### src/rtl/pc_seq_pkg.sv
package pc_seq_pkg;
  localparam int VEC_IDX_W = 3;

  typedef enum logic [2:0] {
    SRC_INC,
    SRC_SKIP,
    SRC_LOW,
    SRC_JUMP,
    SRC_RET,
    SRC_VEC
  } srcSel_e;

  typedef struct packed {
    srcSel_e              src;
    logic [VEC_IDX_W-1:0] vecIdx;
    logic                 redirect;
  } pcCtrl_t;
endpackage

### src/rtl/pc_seq_ctrl.sv
module pc_seq_ctrl
  import pc_seq_pkg::*;
#(
  parameter int INT_N = 6
) (
  input  logic             skipReq,
  input  logic             lowWrite,
  input  logic             jumpReq,
  input  logic             retReq,
  input  logic [INT_N-1:0] intReq,
  output pcCtrl_t          ctrl,
  output logic             intAny
);
  logic [VEC_IDX_W-1:0] idx;

  // lowest-numbered request wins: scan downward so it is written last
  always_comb begin
    idx = '0;
    for (int i = INT_N - 1; i >= 0; i--) begin
      if (intReq[i]) idx = VEC_IDX_W'(i);
    end
  end

  assign intAny = |intReq;

  always_comb begin
    ctrl.vecIdx = idx;
    if (intAny)        ctrl.src = SRC_VEC;
    else if (retReq)   ctrl.src = SRC_RET;
    else if (jumpReq)  ctrl.src = SRC_JUMP;
    else if (lowWrite) ctrl.src = SRC_LOW;
    else if (skipReq)  ctrl.src = SRC_SKIP;
    else               ctrl.src = SRC_INC;
    ctrl.redirect = (ctrl.src != SRC_INC);
  end
endmodule

### src/rtl/pc_seq_dp.sv
module pc_seq_dp
  import pc_seq_pkg::*;
#(
  parameter int ADDR_W    = 13,
  parameter int PAGE_W    = 8,
  parameter int VEC_SHIFT = 2
) (
  input  logic              clk,
  input  logic              rstN,
  input  logic              cycleEn,
  input  pcCtrl_t           ctrl,
  input  logic [PAGE_W-1:0] lowData,
  input  logic [ADDR_W-1:0] jumpTarget,
  input  logic [ADDR_W-1:0] retAddr,
  output logic [ADDR_W-1:0] pc,
  output logic              flush
);
  logic [ADDR_W-1:0] nextPc;
  logic [ADDR_W-1:0] vecAddr;

  assign vecAddr = (ADDR_W'(ctrl.vecIdx) + ADDR_W'(1)) << VEC_SHIFT;

  always_comb begin
    unique case (ctrl.src)
      SRC_VEC:  nextPc = vecAddr;
      SRC_RET:  nextPc = retAddr;
      SRC_JUMP: nextPc = jumpTarget;
      SRC_LOW:  nextPc = {pc[ADDR_W-1:PAGE_W], lowData};
      SRC_SKIP: nextPc = pc + ADDR_W'(2);
      default:  nextPc = pc + ADDR_W'(1);
    endcase
  end

  always_ff @(posedge clk or negedge rstN) begin
    if (!rstN) begin
      pc    <= '0;
      flush <= 1'b0;
    end else if (cycleEn) begin
      pc    <= nextPc;
      flush <= ctrl.redirect;
    end
  end
endmodule

### src/rtl/pc_sequencer.sv
module pc_sequencer
  import pc_seq_pkg::*;
#(
  parameter int ADDR_W = 13,
  parameter int PAGE_W = 8,
  parameter int INT_N  = 6
) (
  input  logic              clk,
  input  logic              rstN,
  input  logic              cycleEn,
  input  logic              skipReq,
  input  logic              lowWrite,
  input  logic [PAGE_W-1:0] lowData,
  input  logic              jumpReq,
  input  logic [ADDR_W-1:0] jumpTarget,
  input  logic              retReq,
  input  logic [ADDR_W-1:0] retAddr,
  input  logic [INT_N-1:0]  intReq,
  output logic [ADDR_W-1:0] fetchAddr,
  output logic              flush,
  output logic [PAGE_W-1:0] lowRead,
  output logic              intTaken,
  output logic [ADDR_W-1:0] pushAddr
);
  pcCtrl_t ctrl;
  logic    intAny;

  pc_seq_ctrl #(.INT_N(INT_N)) u_ctrl (
    .skipReq (skipReq),
    .lowWrite(lowWrite),
    .jumpReq (jumpReq),
    .retReq  (retReq),
    .intReq  (intReq),
    .ctrl    (ctrl),
    .intAny  (intAny)
  );

  pc_seq_dp #(.ADDR_W(ADDR_W), .PAGE_W(PAGE_W), .VEC_SHIFT(2)) u_dp (
    .clk       (clk),
    .rstN      (rstN),
    .cycleEn   (cycleEn),
    .ctrl      (ctrl),
    .lowData   (lowData),
    .jumpTarget(jumpTarget),
    .retAddr   (retAddr),
    .pc        (fetchAddr),
    .flush     (flush)
  );

  assign lowRead  = fetchAddr[PAGE_W-1:0];
  assign intTaken = cycleEn & intAny;
  assign pushAddr = fetchAddr;
endmodule

### config.mk
export PLATFORM = sky130hd
export DESIGN_NAME = pc_sequencer
export DESIGN_NICKNAME = d
export VERILOG_FILES = /design/src/rtl/pc_seq_pkg.sv /design/src/rtl/pc_seq_ctrl.sv /design/src/rtl/pc_seq_dp.sv /design/src/rtl/pc_sequencer.sv
export SDC_FILE = /design/constraint.sdc
export NUM_CORES = 1
export LEC_CHECK = 0
export CAP_MARGIN = 40
export CORE_MARGIN = 2
export CORE_UTILIZATION = 69
export CTS_CLUSTER_DIAMETER = 40
export CTS_CLUSTER_SIZE = 40
export DETAILED_ROUTE_END_ITERATION = 16
export DONT_BUFFER_PORTS = 1
export PLACE_DENSITY_LB_ADDON = 0.3
export RECOVER_POWER = 25
export SYNTH_ARGS = -nofsm -noshare
export SYNTH_HDL_FRONTEND = slang
export SYNTH_HIERARCHICAL = 1
export SYNTH_SLANG_ARGS = --single-unit
### constraint.sdc
create_clock -name clk -period 3.86 [get_ports clk]
set_input_delay 0.193 -clock clk [delete_from_list [all_inputs] [get_ports clk]]
set_output_delay 0.193 -clock clk [all_outputs]
set_load 0.03 [all_outputs]
==> impl_metrics.ini <==
[setup_path]
cp.arrival_ns = 2.96
cpPeakStageDelay_ns = 0.62
crit_path_max_fanout = 17
critical_path_buf_inv_count = 0
slowest_stage = a21oi_1
start_kind = primary input
crit_type = primary input to register
cpMostUsedCell = or4_4
cp_cell_sequence = or4_4, or4_4, nor2_1, nor3_1, a21oi_1, o21ai_0, a32o_1, a2bb2oi_1
path_delay_family = simple AND/OR/NAND/NOR gates
cp.required_ns = 4.05
cp-end-kind = register

[timing]
relSlewSlack = 0.157
fin_tns_setup_ns = 0
tightestPinTransition_ns = 1.26
finalHoldViolCount = 0
fmax_mhz = 361
fin_crit_ns = 2.77
slew_viol_final = 0
clock-skew-final_ns = 0.00908
fin_crit_sh = 0.717
rsz0062_at_grt = no
final-setup-viol-count = 0

[yosys]
synthMuxAreaShare = 0.0422
synth_edf_count = 0
synth_compound_area_frac = 0.265
syn_area_per_cell_um2 = 7.39
ys_ff_latch = 14
syn_inst = 241
ys_seq_area_frac = 0.197
synth_ff_type = dfrtp_1
synth_nets = 292
yosysTopAreaCellShare = 0.197
synth_adder_area_share = 0.0281
synth.top_cells.by_count = buf_4, nand2_1, nor2_1
synth_xor_area_frac = 0.0443
synth_area_leader_cell = dfrtp_1
synth_area_mm2 = 0.00178
yosysUniqueCellTypes = 57
synthSimpleGateAreaFrac = 0.270
async_flop_share = 1.00
yosysMostFrequentCell = buf_4
ys_warn_count = 6
yosys-top-cells-area = dfrtp_1, buf_4, a21oi_1
synth_top_family_by_area = simple AND/OR/NAND/NOR gates

[power_and_ir_drop]
ir_worst_vdd_mv = 0.191
powerDensity_mw_per_mm2 = 224
leakage_uw = 0.000717
power_uw = 392

[cts]
h-tree-depth = 1
postCtsSetupRepairBufs = 0
clkLatencyLatePin_ns = 0.30
clockRootBuffer = clkbuf_4
cts_resized = 0
clk_pin_slew_ns = 0.11
hold_buffers = 2
cts.sinks = 14
clockBufferDepth = 2
cts_made_buffers = 3
tritoncts = done

[global_route]
first_global_vias = 1610
grt_overflow = 0
grt_max_degree = 24
antenna_found_initial = 0
grt_pass1_wl_um = 7250
track_usage = 0.338

[routing]
routed_wirelength_um = 4710
dr.pass1.iters = 5
routed_via_density = 6.89
dr_total_vias = 1744
drt_iter0_markers = 120
routedWlPerCell_um = 18.6
ant_nets = 0
drc_errors = 0

[layout]
num_antenna_cells = 0
drive_above_1_share = 0.0942
area_delta_synth_final_pct = -1.62
num-fill-cells = 187
fin_nets = 275
design_area_mm2 = 0.00175

[floorplanning]
rows = 18
ios = 83
die_w_um = 54.8
coreArea_mm2 = 0.00245
start_util = 0.725
dieArea_mm2 = 0.00300
chipHeight_um = 54.8

[place]
postPlaceCellArea_mm2 = 0.00170
dp_hpwl_um = 3510
finalWeightedCongestion = 0.909
port_buffers = 0

[status]
outcome = finished clean

[job]
drv_cap = 0

[min_path]
hold_path.class = primary input to register
==> placed cells by master (no fill, tap or decap), types with 3 or more instances in the layout <==
cell	count
buf_4	7
mux2i_1	3
inv_1	13
xnor2_1	5
and4_1	3
dfrtp_1	14
nor2_1	20
nor2b_1	6
o22ai_1	5
ha_1	4
and3_1	3
xor2_1	4
nand2b_1	4
nor3_1	7
nand4_1	5
nand2_1	20
a21oi_1	19
o21ai_0	14
nand3_1	7
clkbuf_4	3
==> worst paths after layout <==
kind / endpoint / cells after the start / start / slack [ns]
worst max-delay path: u_dp/pc[11] / 8 / intReq[0] / 1.09
worst min-delay path: u_dp/pc[5] / 1 / cycleEn / 0.03
worst max register to register: u_dp/pc[10] / 6 / u_dp/pc[6] / 1.19
worst min register to register: u_dp/pc[2] / 2 / u_dp/pc[2] / 0.66
max in group asynchronous: u_dp/pc[1] / 1 / rstN / 3.00
min in group asynchronous: u_dp/pc[7] / 1 / rstN / 0.39
==> per-stage QoR <==
step | setup WS [ns] | util | hold slack (ns) | std cells
floorplan | 1.34 | - | -0.103 | 241
detailed placement | 0.863 | 0.692 | -0.102 | 247
CTS | 1.16 | 0.715 | 0.0335 | 253
global route | 0.924 | 0.714 | 0.0288 | 253
global placement | 0.913 | 0.675 | -0.102 | 245
finish | 1.09 | 0.714 | 0.0335 | 253
==> logic make-up after synthesis <==
group	Yosys count
mux	6
flops	14
fa+ha+maj	4
xor+xnor	9
simple gates	90
compound gates	71
buf+inv	47
==> final cells by class <==
class                           instances  area (µm²)  share of cell area
Multi-Input combinational cell        180        1160               0.662
Sequential cell                        14         350               0.200
Timing Repair Buffer                   12         119              0.0679
Inverter                               13        48.8              0.0279
Tap cell                               30        37.5              0.0214
Clock buffer                            4        36.3              0.0207
==> per-layer routing <==
metal | GRT usage | routed length [µm] | vias up
li1 | - | - | 823
met5 | 0 | 0 | -
met4 | 0.150 | 129 | 0
met2 | 0.546 | 2270 | 117
met1 | 0.420 | 1750 | 792
met3 | 0.0847 | 568 | 12
==> flip-flops by register name, summed over array words and instances (netlist names) <==
signal      flops
u_dp/flush      1
u_dp/pc        13
==> power by group <==
part           total, µW  internal [µW]  leakage, µW  switching, µW
clock network        117           57.5    0.0000210           59.3
logic                102           31.3     0.000517           70.2
registers            174            153     0.000180           20.9
total                392            242     0.000717            150
(Power assumes the default switching activity.)
